`src/rtl/valley_lockout_sel.sv`:
```
module valley_lockout_sel #(
  parameter int REF_W     = 7,
  parameter int NLVL      = 5,
  parameter int BLANK_CYC = 64,
  parameter int DN_TH [NLVL] = '{80, 65, 50, 35, 25},
  parameter int UP_TH [NLVL] = '{90, 75, 60, 45, 35},
  localparam int VW = $clog2(NLVL + 2)
) (
  input  logic             clk,
  input  logic             rst,
  input  logic             cyc_start,
  input  logic [REF_W-1:0] ref_pct,
  input  logic             line_above_hi,
  input  logic             line_below_lo,
  output logic [VW-1:0]    valley,
  output logic             foldback
);
  localparam int LW = $clog2(NLVL + 1);
  localparam int CW = $clog2(BLANK_CYC + 1);

  logic [NLVL-1:0] dn_hit, up_hit;
  logic [LW-1:0]   lvl, dn_lvl, up_lvl, nxt_lvl, deep_lvl;
  logic [CW-1:0]   blank_cnt;
  logic            high_line;
  logic            line_req;

  for (genvar k = 0; k < NLVL; k++) begin : g_cmp
    assign dn_hit[k] = int'(ref_pct) <  DN_TH[k];
    assign up_hit[k] = int'(ref_pct) <= UP_TH[k];
  end

  always_comb begin
    dn_lvl = '0;
    up_lvl = '0;
    for (int k = 0; k < NLVL; k++) begin
      dn_lvl = dn_lvl + LW'(dn_hit[k]);
      up_lvl = up_lvl + LW'(up_hit[k]);
    end
  end

  assign nxt_lvl  = (lvl < dn_lvl) ? dn_lvl : (lvl > up_lvl) ? up_lvl : lvl;
  assign deep_lvl = (nxt_lvl >= LW'(NLVL)) ? LW'(NLVL - 1) : nxt_lvl;
  assign line_req = high_line ? line_below_lo : line_above_hi;

  always_ff @(posedge clk) begin
    if (rst) begin
      high_line <= 1'b0;
      blank_cnt <= '0;
    end else if (line_req) begin
      if (blank_cnt == CW'(BLANK_CYC - 1)) begin
        high_line <= ~high_line;
        blank_cnt <= '0;
      end else begin
        blank_cnt <= blank_cnt + 1'b1;
      end
    end else begin
      blank_cnt <= '0;
    end
  end

  always_ff @(posedge clk) begin
    if (rst) begin
      lvl      <= '0;
      valley   <= VW'(1);
      foldback <= 1'b0;
    end else if (cyc_start) begin
      lvl      <= nxt_lvl;
      valley   <= VW'(deep_lvl) + VW'(1) + VW'(high_line);
      foldback <= (nxt_lvl == LW'(NLVL));
    end
  end
endmodule


```
`config.mk`:
```
export PLATFORM = sky130hd
export DESIGN_NAME = valley_lockout_sel
export DESIGN_NICKNAME = d
export VERILOG_FILES = /design/src/rtl/valley_lockout_sel.sv
export SDC_FILE = /design/constraint.sdc
export NUM_CORES = 1
export LEC_CHECK = 0
export BUFFER_PORTS_ARGS = -buffer_cell sky130_fd_sc_hd__buf_2
export CAP_MARGIN = 15
export CORE_UTILIZATION = 60
export CTS_CLUSTER_SIZE = 24
export DETAILED_ROUTE_END_ITERATION = 8
export PLACE_DENSITY = 0.83
export REMOVE_ABC_BUFFERS = 1
export SLEW_MARGIN = 0
export SYNTH_ARGS = -nofsm -noshare
export SYNTH_HDL_FRONTEND = slang
export SYNTH_SLANG_ARGS = --single-unit
```
`constraint.sdc`:
```
create_clock -name clk -period 5.7 [get_ports clk]
set_input_delay 0.285 -clock clk [delete_from_list [all_inputs] [get_ports clk]]
set_output_delay 0.285 -clock clk [all_outputs]
set_load 0.05 [all_outputs]
```
[After elaboration in Yosys (flattened, before gate mapping)]
Cells that the tools add are included.
Storage, ports and cells
  word-level logic and storage cells: 39
  bits in latches: 0
  memory bits (read-only): 0
  output and inout bits: 4
  register bits after elaboration: 15
  memory bits (writable): 0
  memories kept: 0
  bits of input ports: 12
Cells by class
  bitwise gates (word level): 2
  equal/unequal tests: 2
  reductions and logical operators: 2
  divide/modulo/power cells: 0
  multiply operators: 0
  $add $sub $neg: 11
  order comparisons: 13
  shift-type cells: 0
  mux-type cells: 4
Operators with widths (count)
  7-bit by 6-bit less-or-equal comparator with 1-bit output (second input constant): 3
  3-bit by 1-bit adder with 3-bit output: 5
  7-bit less-or-equal comparator (second input constant): 2
  7-bit by 6-bit less-than comparator with 1-bit output (second input constant): 2
  7-bit less-than comparator (second input constant): 2
  3-bit 2-to-1 mux: 3
  7-bit by 1-bit adder with 7-bit output (second input constant): 1
  7-bit by 6-bit == test with 1-bit output (second input constant): 1
  7-bit by 5-bit less-than comparator with 1-bit output (second input constant): 1
  2-bit by 1-bit adder with 3-bit output: 2
  1-bit by 1-bit adder with 2-bit output: 2
  3-bit by 1-bit adder with 3-bit output (second input constant): 1
  3-bit == test (second input constant): 1
  3-bit >= comparator (second input constant): 1
  3-bit > comparator: 1
  3-bit less-than comparator: 1
  3-bit OR reduction: 1
  1-bit inverter: 2
  2-bit AND reduction: 1
  1-bit 2-to-1 mux: 1

[Longest topological paths before layout]
Gate-level depths: netlist (run 1).
  word-level depth: 12
  gate-level depth with buffers: 20

[Worst setup path before layout (run 1)]
OpenSTA, ideal clock, no wires.
  path type: in2reg
  from: input ref_pct[5]
  to: register valley[1]
  buffers on the path: 1
  path slack: 1.700 ns
  arrival time: 3.872 ns
  stages: 19
  cells stage by stage: clkbuf_1 > o21ai_0 > fa_1 > inv_1 > fa_1 > inv_1 > ha_1 > inv_1 > ha_1 > and3_1 > a21oi_1 > mux2i_1 > mux2_2 > or2_2 > ha_1 > inv_1 > ha_1 > mux2i_1 > nor2_1
Between the ends
  word-level cells in the longest chain between the ends: 12
  elaborated cells on any way between the ends: 26
  those cells by class: add/sub (10); order compare (13); mux (3)
RTL lines
  start, declared: line 12  | input logic [REF_W-1:0] ref_pct,
  7-bit less-or-equal comparator: line 29  | assign up_hit[k] = int'(ref_pct) <= UP_TH[k];
  1-bit by 1-bit adder with 2-bit output: line 37  | up_lvl = up_lvl + LW'(up_hit[k]);
  2-bit by 1-bit adder with 3-bit output: line 37
  3-bit by 1-bit adder with 3-bit output (2 in a row): line 37
  3-bit > comparator: line 41  | assign nxt_lvl = (lvl < dn_lvl) ? dn_lvl : (lvl > up_lvl) ? up_lvl : lvl;
  3-bit 2-to-1 mux: line 41
  3-bit 2-to-1 mux (*): line 41
  3-bit >= comparator: line 42  | assign deep_lvl = (nxt_lvl >= LW'(NLVL)) ? LW'(NLVL - 1) : nxt_lvl;
  3-bit 2-to-1 mux (*): line 42
  3-bit by 1-bit adder with 3-bit output (*) (2 in a row): line 68  | valley <= VW'(deep_lvl) + VW'(1) + VW'(high_line);
  end signal, assigned: line 68
  end, declared: line 15  | output logic [VW-1:0] valley,
Every way passes the cells marked *; elsewhere a longest branch is shown, timed or not.
A chain may end at the register's enable or synchronous reset.

[Final worst setup path (run 1)]
  from: input ref_pct[4]
  to: register valley[2]
Same word-level chain as after synthesis.

==> results of run 1 <==
cell families (layout without fill, tap and decap cells):
kind of cell | after synthesis | after routing | share of synthesized area
AOI/OAI and AO/OA | 31 | 31 | 0.215
xor gates and xnor gates | 5 | 5 | 0.0397
adders and majority gates | 14 | 14 | 0.186
buffers and inverters | 18 | 33 | 0.0612
DFF | 15 | 15 | 0.272
muxes | 6 | 6 | 0.0556
and+or+nand+nor | 41 | 41 | 0.170
final timing paths:
| kind | cells past startpoint | to | start | slack, ps |
|---|---|---|---|---|
| setup / recovery | 21 | valley[2] | ref_pct[4] | 1690 |
| hold / removal | 2 | high_line | line_below_lo | 220 |
| setup reg to reg | 10 | valley[2] | lvl[2] | 2990 |
| hold reg to reg | 1 | blank_cnt[0] | blank_cnt[0] | 450 |
critical path, delay by kind of cell:
family,cells,cell delay (ps)
adder cells (fa/ha/maj),6,1770
AND/OR/NAND/NOR,4,700
AO/OA/AOI/OAI,3,560
multiplexers,2,440
buffers and inverters,5,380
XOR/XNOR,1,80
state kept, by name, summed over array words and instances, names as in the netlist:
name / flops
valley: 3
lvl: 3
blank_cnt: 7
high_line: 1
foldback: 1
power by group through the flow:
stage	logic, mW	registers [mW]	clock network (mW)
2_1_floorplan	0.185	0.156	0
3_3_place_gp	0.249	0.132	0
3_5_place_dp	0.262	0.133	0
4_1_cts	0.269	0.130	0.0608
5_1_grt	0.301	0.132	0.0650
6_report	0.268	0.130	0.0595
layout make-up:
type                       count  area, um2
multi-input combinational     97        736
timing repair buffer          15       75.1
sequential                    15        300
tap                           25       31.3
fill                         151        504
clock buffer                   3       22.5
clock inverter                 1       5.00
inverter                      14       52.6
layer usage:
layer,vias to the layer above,track usage,share of wire
li1,482,-,-
met1,425,0.298,0.48
met2,5,0.341,0.50
met3,2,0.0400,0.018
met4,0,0.0848,0.0066
met5,-,0,0
through the flow:
step | hold WS, ps | power (mW) | instances
final | 218 | 0.458 | 170
after global routing | 231 | 0.499 | 170
after CTS | 210 | 0.460 | 170
after detailed placement | 438 | 0.395 | 166
after global placement | 427 | 0.381 | 166
after floorplan | 350 | 0.341 | 126
placed cells by master (no fill, tap or decap), types with 2 or more instances in the layout:
cell / Yosys / layout
inv_1: 14 / 14
nand2b_1: 3 / 3
xnor2_1: 4 / 4
ha_1: 10 / 10
nand2_1: 9 / 9
nor2_1: 18 / 18
fa_1: 4 / 4
nand3b_1: 2 / 2
clkbuf_4: 0 / 3
and3_1: 3 / 3
a21oi_1: 8 / 8
nand3_1: 3 / 3
a21o_2: 2 / 2
buf_2: 0 / 15
dfxtp_1: 15 / 15
o21ai_0: 5 / 5
mux2i_1: 5 / 5
==> metrics.yaml, run 1 <==
status:
  outcome: "finished clean"
timing:
  worst_slew_pin_slew_ps: 590
  hold_viol: 0
  slew_headroom: 0.597
  grt_setup_unrepaired: "no"
  fin_worst_skew_ps: 1.49
  setup-tns-final_ps: 0
  drv_slew: 0
  max_freq_mhz: 249
  worst_slack_ps: 1690
  setup_viol: 0
  period_minus_slack_ps: 4010
  fin_crit_sh: 0.704
detailed_routing:
  drt_wl_total_mm: 1.98
  vias_per_cell: 5.38
  wl_per_cell_um: 11.7
  ant_nets: 0
  drc_errors: 0
  initialDrtViolationCount: 13
  drt_pass1_iterations: 4
  via_count: 914
setup_path:
  path_class: "input pin to flop"
  worst_ep_arrival_time_ps: 4220
  end_kind: "flop"
  crit_slowest_cell: "fa_1"
  cpPeakStageDelay_ps: 550
  crit_path_cell_trace: "buf_2 -> nand2_1 -> nor2_1 -> o21ai_0 -> fa_1 -> inv_1 -> fa_1 -> inv_1 -> ha_1 -> inv_1 -> ha_1 -> and3_1 -> a21oi_1 -> mux2i_1 -> mux2_2 -> or2_2 -> ha_1 -> inv_1 -> ha_1 -> xnor2_1 -> a211oi_2"
  startpoint_type: "input pin"
  path_max_fanout: 7
  critPathRequiredTime_ps: 5900
pwr:
  p_seq_frac: 0.284
  leakage_nw: 0.565
  combPwrFrac: 0.586
  p_clk_frac: 0.130
  p_int_mw: 0.262
  swShare: 0.429
  power_switching_mw: 0.196
  ir_worst_vdd_v: 0.000259
  pwr_density_cell_nw_per_um2: 375
finish:
  antenna_cells: 0
  drive_above_1_share: 0.200
  final_core_util: 0.708
  fin_nets: 172
  syn_to_final_growth_pct: 10.8
  stdcell_area_um2: 1220
logic_synthesis:
  syn_area_um2: 1100
  syn_area_per_cell_um2: 8.49
  synth_top_area_cell: "dfxtp_1"
  synth.top_cells.by_area: "dfxtp_1 (27%), ha_1 (11%), fa_1 (7.3%), nor2_1 (6.1%), inv_1 (4.8%)"
  synth_edf_count: 0
  post-synth-top-count-cell: "nor2_1"
  yosysWarningCount: 0
  netlist_instances: 130
  ys.flop_type: "dfxtp_1"
  ys_seq_elements: 15
  synth_common_cells: "nor2_1 (18), dfxtp_1 (15), inv_1 (14), ha_1 (10), nand2_1 (9)"
  synthArstFlopShare: 0
  seq_area_frac_synth: 0.272
  synth_cell_type_count: 37
  netlist.area_leader.share: 0.272
clocking:
  cts_tree: "built"
  clock_latency_ps: 280
  cts_resized: 0
  postCtsSetupBuffers: 0
  h-tree-depth: 1
  cts_made_buffers: 3
  hold_buffers: 0
  cts.sinks: 15
  cts_root_buf: "clkbuf_4"
  path_clk_slew_ps: 90
  cts.path.max_buffers: 2
floorplan:
  rows: 15
  die_w_um: 44.9
  die_area_um2: 2010
  initial_utilization: 0.639
  core_region_area_um2: 1730
  dieHeight_um: 44.9
  pin_count: 16
global_routing:
  grt_pass1_wl_mm: 3.25
  antenna_found_initial: 0
  grtUsageTotal: 0.218
  grt_max_degree: 12
  grt_pass1_vias: 781
  overflow: 0
placement:
  port_buffers: 15
  place_area_um2: 1190
  pre_cts_slack_ps: 1450
  gp_congestion: 0.737
  post-dp-hpwl_mm: 1.54
flow_run:
  drv_cap: 0
worst_hold_path:
  hold_path.class: "input pin to flop"
No activity file was read; power rests on OpenSTA's default activity.
==> inputs of run 2 (changes only) <==
ABC_AREA = 1   (was default)
CORE_UTILIZATION = 56   (was 60)
PLACE_DENSITY = 0.78   (was 0.83)
clock period = 3.9 ns   (was 5.7 ns; I/O delays follow)
==> run 2 against run 1 <==
  * The run now ends with DRC left
  * Routed wire length up 7.7%
  * Core utilization down 4.5 points
  * First-iteration DRC count down 15%
  * Sequential power increased by 42%
  * Clock power up 54%
  * Synthesized cell count up 25%
  * Die area is 11% higher
==> metrics.yaml, run 2 <==
status:
  outcome: "finished with violations"
  failed_checks: "DRC"
global_routing:
  grt-busiest-layer: "met2"
  grt.met2_usage: 0.381  # +0.0396
  overflow: 0  # unchanged
  grt_pass1_wl_mm: 3.42  # +5.3%
  grt_max_degree: 10  # -2
  grtUsageTotal: 0.220  # +0.00168
  grt_pass1_vias: 907  # +16%
  antenna_found_initial: 0  # unchanged
  grtUsageMet1: 0.248  # -0.0500
  grt_util_met3: 0.0577  # +0.0177
floorplan:
  rows: 16  # +1
  initial_utilization: 0.593  # -0.0463
  die_w_um: 47.3  # +5.5%
  core_region_area_um2: 1940  # +12%
  pin_count: 16  # unchanged
  die_area_um2: 2240  # +11%
  dieHeight_um: 47.3  # +5.5%
clocking:
  cts_tree: "built"
  cts.sinks: 15  # unchanged
  cts_resized: 0  # unchanged
  h-tree-depth: 1  # unchanged
  path_clk_slew_ps: 90  # about the same
  cts_root_buf: "clkbuf_4"
  clock_latency_ps: 290  # about the same
  hold_buffers: 0  # unchanged
  postCtsSetupBuffers: 0  # unchanged
  cts.path.max_buffers: 2  # unchanged
  cts_made_buffers: 3  # unchanged
logic_synthesis:
  post-synth-top-count-cell: "inv_1"
  synth_cell_type_count: 26  # -30%
  netlist_instances: 163  # +25%
  ys_seq_elements: 15  # unchanged
  synth_edf_count: 0  # unchanged
  netlist.area_leader.share: 0.261  # -0.0112
  ys.flop_type: "dfxtp_1"
  syn_area_per_cell_um2: 7.06  # -17%
  synth.top_cells.by_area: "dfxtp_1 (26%), ha_1 (11%), inv_1 (10%), nand2_1 (8.5%), fa_1 (7.0%)"
  synth_top_area_cell: "dfxtp_1"
  synth_common_cells: "inv_1 (32), nand2_1 (26), dfxtp_1 (15), nand3_1 (15), nor2_1 (15)"
  synthArstFlopShare: 0  # unchanged
  seq_area_frac_synth: 0.261  # -0.0112
  syn_area_um2: 1150  # +4.3%
  yosysWarningCount: 0  # unchanged
finish:
  antenna_cells: 0  # unchanged
  top_regs: "blank_cnt (7), lvl (3), valley (3)"
  largest_register: "blank_cnt"
  largest_register_ffs: 7  # unchanged
  syn_to_final_growth_pct: 11.8
  stdcell_area_um2: 1290  # +5.3%
  fin_nets: 209  # +22%
  layout_commonest_cell: "inv_1"
  drive_above_1_share: 0.192  # -0.00769
  mostFrequentLayoutCells: "inv_1 (32), nand2_1 (26)"
placement:
  pre_cts_slack_ps: 31.4  # -1420 ps
  port_buffers: 15  # unchanged
  post-dp-hpwl_mm: 1.76  # +14%
  gp_congestion: 0.833  # +13%
  place_area_um2: 1260  # +5.4%
setup_path:
  critPathRequiredTime_ps: 4090  # -1810 ps
  crit_family: "adder cells"
  crit_buf_inv: 6  # +1
  path_class: "input pin to flop"
  end_kind: "flop"
  crit_slowest_cell: "fa_1"
  startpoint_type: "input pin"
  cpPeakStageDelay_ps: 560  # about the same
  path_max_fanout: 5  # -2
  worst_ep_arrival_time_ps: 3690  # -530 ps
timing:
  setup-tns-final_ps: 0  # unchanged
  worst_slew_pin_slew_ps: 422  # -168 ps
  setup_viol: 0  # unchanged
  fin_worst_skew_ps: 10.6  # +9.13 ps
  max_freq_mhz: 286
  drv_slew: 0  # unchanged
  period_minus_slack_ps: 3500
  worst_slack_ps: 400  # -1290 ps
  fin_crit_sh: 0.897
  grt_setup_unrepaired: "no"
  hold_viol: 0  # unchanged
  slew_headroom: 0.714  # +0.118
pwr:
  pwr_density_cell_nw_per_um2: 496  # +32%
  leakage_nw: 0.643  # +14%
  ir_worst_vdd_v: 0.000315  # +22%
detailed_routing:
  drt_pass1_iterations: 6  # +2
  initialDrtViolationCount: 11  # -2
  vias_per_cell: 5.05  # -6.0%
  ant_nets: 0  # unchanged
  drt_wl_total_mm: 2.14  # +7.7%
  drc_errors: 1  # +1
  wl_per_cell_um: 10.2  # -12%
  via_count: 1056  # +16%
worst_hold_path:
  hold_path.class: "input pin to flop"
flow_run:
  drv_cap: 0  # unchanged
-- run 2: cell count changes in the layout (fill, tap and decap cells not counted), sizes merged, moves of 3 or more --
| cell | delta |
|---|---|
| nand3 | +15 |
| mux2i | -5 |
| nor3 | +3 |
| nand2b | -3 |
| nand2 | +25 |
| inv | +20 |
| a211o | -3 |
| a21o | -3 |
| o21ai | +4 |
| xnor2 | -4 |
| and3 | -3 |
-- run 2: cell families (layout without fill, tap and decap cells) --
family | Yosys count | count (layout) | synth area share
XOR/XNOR | 1 | 1 | 0.00761
buffers and inverters | 34 | 53 | 0.111
AO/OA/AOI/OAI | 26 | 26 | 0.137
flip-flops | 15 | 15 | 0.261
adder cells (fa/ha/maj) | 14 | 14 | 0.178
AND/OR/NAND/NOR | 73 | 73 | 0.305
-- run 2: metrics by stage --
stage          cells  total power, mW   util  hold WS (ps)
2_1_floorplan    163            0.481      -           257
3_3_place_gp     205            0.537  0.649           428
3_5_place_dp     205            0.550  0.649           434
4_1_cts          209            0.645  0.663           118
5_1_grt          209            0.699  0.663           144
6_report         209            0.638  0.663           130
-- run 2: where the power goes --
| part | internal (mW) | switching [mW] |
|---|---|---|
| Sequential | 0.172 | 0.0131 |
| Combinational | 0.126 | 0.236 |
| Clock | 0.0382 | 0.0537 |
-- run 2: path summary, 6_finish.rpt --
kind	startpoint	end	slack, ps	cells past startpoint
worst max-delay path	ref_pct[4]	valley[2]	400	25
worst min-delay path	rst	foldback	130	2
worst max register to register	lvl[2]	valley[2]	1810	15
worst min register to register	blank_cnt[0]	blank_cnt[0]	480	1
-- run 2: cell type report --
| type | instances | area, um2 |
|---|---|---|
| multi-input cells | 114 | 723 |
| fillers | 173 | 654 |
| flip-flops and latches | 15 | 300 |
| inverters | 34 | 128 |
| repair buffers | 15 | 75.1 |
| well taps | 27 | 33.8 |
| clock buffers | 3 | 22.5 |
| clock inverters | 1 | 5.00 |
-- run 2: worst reg2reg max path: stages (launching register included) --
cell and delay (ps):
dfxtp_1 360, ha_1 360, a21oi_2 190, nand2_2 110, nand2_2 80, nand2_1 50, nand3_1 70, nand2_2 70
nand2_1 70, ha_1 140, inv_1 40, ha_1 180, nand2_1 70, nand2_1 40, o21ai_1 120, inv_1 50
-- run 2: metal layers --
layer,vias up,share of wire
li1,565,-
met1,465,0.47
met2,21,0.48
met3,5,0.035
met4,0,0.016
met5,-,0
==> inputs of run 3 (changes only) <==
--- a/config.mk
+++ b/config.mk
@@ -8,8 +8,9 @@
 export ABC_AREA = 1
-export BUFFER_PORTS_ARGS = -buffer_cell sky130_fd_sc_hd__buf_2
 export CAP_MARGIN = 15
-export CORE_UTILIZATION = 56
+export CORE_MARGIN = 5
+export CORE_UTILIZATION = 60
 export CTS_CLUSTER_SIZE = 24
 export DETAILED_ROUTE_END_ITERATION = 8
-export PLACE_DENSITY = 0.78
+export DONT_BUFFER_PORTS = 1
+export PLACE_DENSITY = 0.76
 export REMOVE_ABC_BUFFERS = 1
==> constraint.sdc (replaced) <==
create_clock -name clk -period 3.9 [get_ports clk]
set_input_delay 1.17 -clock clk [delete_from_list [all_inputs] [get_ports clk]]
set_output_delay 1.17 -clock clk [all_outputs]
set_load 0.05 [all_outputs]
==> run 3 against run 2 <==
  * The flow now stops in global routing (5_1_grt)
  * Synthesized cell count stayed put
  * Synthesized area stayed put
==> metrics.yaml, run 3 <==
timing:
  crit_endpoint: "valley[2]$_SDFFE_PP0P_/D"
  endpoint_type: "register input"
clocking:
  cts.sinks: 15  # unchanged
  cts_made_buffers: 3  # unchanged
  cts_root_buf: "clkbuf_4"
  h-tree-depth: 1  # unchanged
  cts.path.max_buffers: 2  # unchanged
status:
  first-error: "[ERROR DPL-0038] Utilization greater than 100%, impossible to legalize"
  lastStage: "global routing (5_1_grt)"
  outcome: "stopped before the end"
logic_synthesis:
  synth_common_cells: "inv_1 (32), nand2_1 (26), dfxtp_1 (15), nand3_1 (15), nor2_1 (15)"
  synth_cell_type_count: 26  # unchanged
  netlist_instances: 163  # unchanged
  synth_top_area_cell: "dfxtp_1"
  ys_seq_elements: 15  # unchanged
  ys.flop_type: "dfxtp_1"
  seq_area_frac_synth: 0.261  # unchanged
  syn_area_per_cell_um2: 7.06  # unchanged
  synth_edf_count: 0  # unchanged
  syn_area_um2: 1150  # unchanged
  synth.top_cells.by_area: "dfxtp_1 (26%), ha_1 (11%), inv_1 (10%), nand2_1 (8.5%), fa_1 (7.0%)"
  synthArstFlopShare: 0  # unchanged
  netlist.area_leader.share: 0.261  # unchanged
  yosysWarningCount: 0  # unchanged
  post-synth-top-count-cell: "inv_1"
placement:
  port_buffers: 0  # -15
  gp_congestion: 0.849  # +1.9%
  dp.cells: 204  # -0.49%
  post-dp-hpwl_mm: 2.10  # +19%
  place_area_um2: 1300  # +3.4%
floorplan:
  rows: 15  # -1
  dieHeight_um: 53.8  # +14%
  initial_utilization: 0.646  # +0.0528
  die_w_um: 53.8  # +14%
  pin_count: 16  # unchanged
global_routing:
  grt_max_degree: 10
## run 3: logic make-up after synthesis
group           count (synthesis)  share of synthesized area
flops                          15                      0.261
buf+inv                        34                      0.111
xor+xnor                        1                    0.00761
simple gates                   73                      0.305
fa+ha+maj                      14                      0.178
compound gates                 26                      0.137
## run 3: what timing repair did
action	CTS
resized for setup	50
hold buffers	0
endpoints found under the hold margin	0
endpoints found under the setup margin	7
pin swaps	21
setup buffers	10
## run 3: per-stage QoR
step,util,worst slack (ps)
after detailed placement,0.731,-799
after global placement,0.731,-639
after CTS,0.907,-76.5
after floorplan,-,-476
==> inputs of run 4 (changes only) <==
CORE_AREA = 5 5 66 68   (was default)
CORE_MARGIN = default   (was 5)
CORE_UTILIZATION = default   (was 60)
CTS_CLUSTER_SIZE = default   (was 24)
DIE_AREA = 0 0 71 73   (was default)
PLACE_DENSITY = default   (was 0.76)
PLACE_DENSITY_LB_ADDON = 0.15   (was default)
==> run 4 against run 3 <==
  * The flow now finishes, with violations (setup timing)
==> metrics.yaml, run 4 (synthesis gave the netlist of run 2 again) <==
timing:
  setup-tns-final_ps: -312
  fin_worst_skew_ps: 2.13
  slew_headroom: 0.654
  max_freq_mhz: 245
  worst_slew_pin_slew_ps: 518
  grt_setup_unrepaired: "yes"
  drv_slew: 0
  period_minus_slack_ps: 4080
  worst_slack_ps: -182
  setup_viol: 2
  fin_crit_sh: 1.05
  hold_viol: 0
global_routing:
  grt_pass1_wl_mm: 4.72
  grt_max_degree: 10
  antenna_found_initial: 0
  grt_pass1_vias: 1142
  overflow: 0
  grtUsageTotal: 0.111
finish:
  fin_nets: 222
  layout_commonest_cell: "buf_4"
  largest_register: "blank_cnt"
  antenna_cells: 0
  final_core_util: 0.458
  syn_to_final_growth_pct: 51.2
  fin_cells: 245
  drive_above_1_share: 0.472
  top_regs: "blank_cnt (7), lvl (3), valley (3)"
  stdcell_area_um2: 1740
  largest_register_ffs: 7
  mostFrequentLayoutCells: "buf_4 (27), inv_1 (22), nand2_1 (18)"
setup_path:
  reg2reg_depth: 14
  path_class: "input pin to flop"
  ff2ff_setup_slack_ps: 1840
  cpPeakStageDelay_ps: 540
  end_kind: "flop"
  crit_slowest_cell: "fa_1"
  startpoint_type: "input pin"
  crit_buf_inv: 7
  worst_ep_arrival_time_ps: 4230
  critPathRequiredTime_ps: 4040
  timing.rr.start: "lvl[2]"
  crit_path_cell_trace: "clkinvlp_4 -> nor2_4 -> a31oi_4 -> fa_1 -> inv_2 -> fa_2 -> inv_2 -> ha_4 -> inv_2 -> ha_4 -> a21oi_4 -> buf_6 -> nand3_2 -> nand3_2 -> nand2_4 -> nand2_2 -> ha_4 -> inv_2 -> ha_4 -> nand2_1 -> nand2_1 -> o21ai_1 -> inv_1"
  rr_endpoint: "valley[2]"
  crit_family: "adder cells"
  path_max_fanout: 8
floorplan:
  die_area_um2: 5180
  die_w_um: 71  # +32%
  initial_utilization: 0.303  # -0.343
  pin_count: 16  # unchanged
  rows: 23  # +8
  dieHeight_um: 73  # +36%
  core_region_area_um2: 3800
flow_run:
  drv_cap: 0
status:
  outcome: "finished with violations"
  failed_checks: "setup timing"
detailed_routing:
  ant_nets: 0
  vias_per_cell: 4.68
  drt_wl_total_mm: 2.87
  initialDrtViolationCount: 42
  via_count: 1146
  drt_pass1_iterations: 4
  wl_per_cell_um: 11.7
  drc_errors: 0
placement:
  dp.cells: 233  # +14%
  gp_congestion: 0.793  # -6.6%
  post-dp-hpwl_mm: 2.02  # -3.5%
  place_area_um2: 1360  # +4.7%
  port_buffers: 0  # unchanged
clocking:
  h-tree-depth: 1  # unchanged
  cts_made_buffers: 3  # unchanged
  cts.path.max_buffers: 2  # unchanged
  cts.sinks: 15  # unchanged
  cts_tree: "built"
  cts_root_buf: "clkbuf_8"
  path_clk_slew_ps: 60
  clock_latency_ps: 250
  hold_buffers: 0  # unchanged
worst_hold_path:
  hold_path.class: "flop to flop"
  worstHoldPathCells: 2
  min_from: "blank_cnt[6]"
  min_to: "blank_cnt[6]"
pwr:
  pwr_density_cell_nw_per_um2: 502
  totalPowerFinal_mw: 0.873
  leakage_nw: 0.752
  ir_worst_vdd_v: 0.000382
-- run 4: worst min-delay path, cell delays in order (launching register included) --
cell	delay [ps]
dfxtp_1	300
inv_1	80
nor3_1	60
-- run 4: area by class of cell --
type                    count  area, um2
clock inverters             1       5.00
inverters                  34        131
clock buffers               3       41.3
repair buffers             28        214
fillers                   395       2060
well taps                  50       62.6
multi-input cells         114        986
flip-flops and latches     15        300
-- run 4: how the worst max path moves through the flow --
stage / cells past startpoint / endpoint / slack, ps / from
2_1_floorplan: 24 / valley[2] / -480 / ref_pct[4]
3_3_place_gp: 24 / valley[2] / -630 / ref_pct[4]
3_5_place_dp: 24 / valley[2] / -740 / ref_pct[4]
4_1_cts: 24 / valley[2] / -100 / ref_pct[5]
5_1_grt: 23 / valley[2] / -330 / ref_pct[5]
6_report: 23 / valley[2] / -180 / ref_pct[5]
-- run 4: power breakdown --
part,internal [mW],switching [mW]
clock network,0.0707,0.0543
logic,0.246,0.274
registers,0.172,0.0557
-- run 4: stage by stage --
step                      hold slack [ps]  setup WS (ps)
final                                 478           -182
after global routing                  513           -333
after CTS                             479          -98.3
after detailed placement              468           -736
after global placement                446           -635
after floorplan                       430           -476
-- run 4: timing repair --
item / 4_1_cts / 5_1_grt
resized for setup: 43 / 21
pin swaps: 20 / 12
setup buffers: 4 / 4
setup endpoints to repair: 7 / 3
cloned: 0 / 0
hold endpoints to repair: 0 / 0
-- run 4: per-layer routing --
metal	routed length [um]	up-vias	GRT usage	share of wire
met1	1200	524	0.134	0.42
met4	31	0	0.0397	0.011
met2	1480	22	0.191	0.52
li1	-	595	-	-
met3	148	5	0.0289	0.052
met5	0	-	0	0
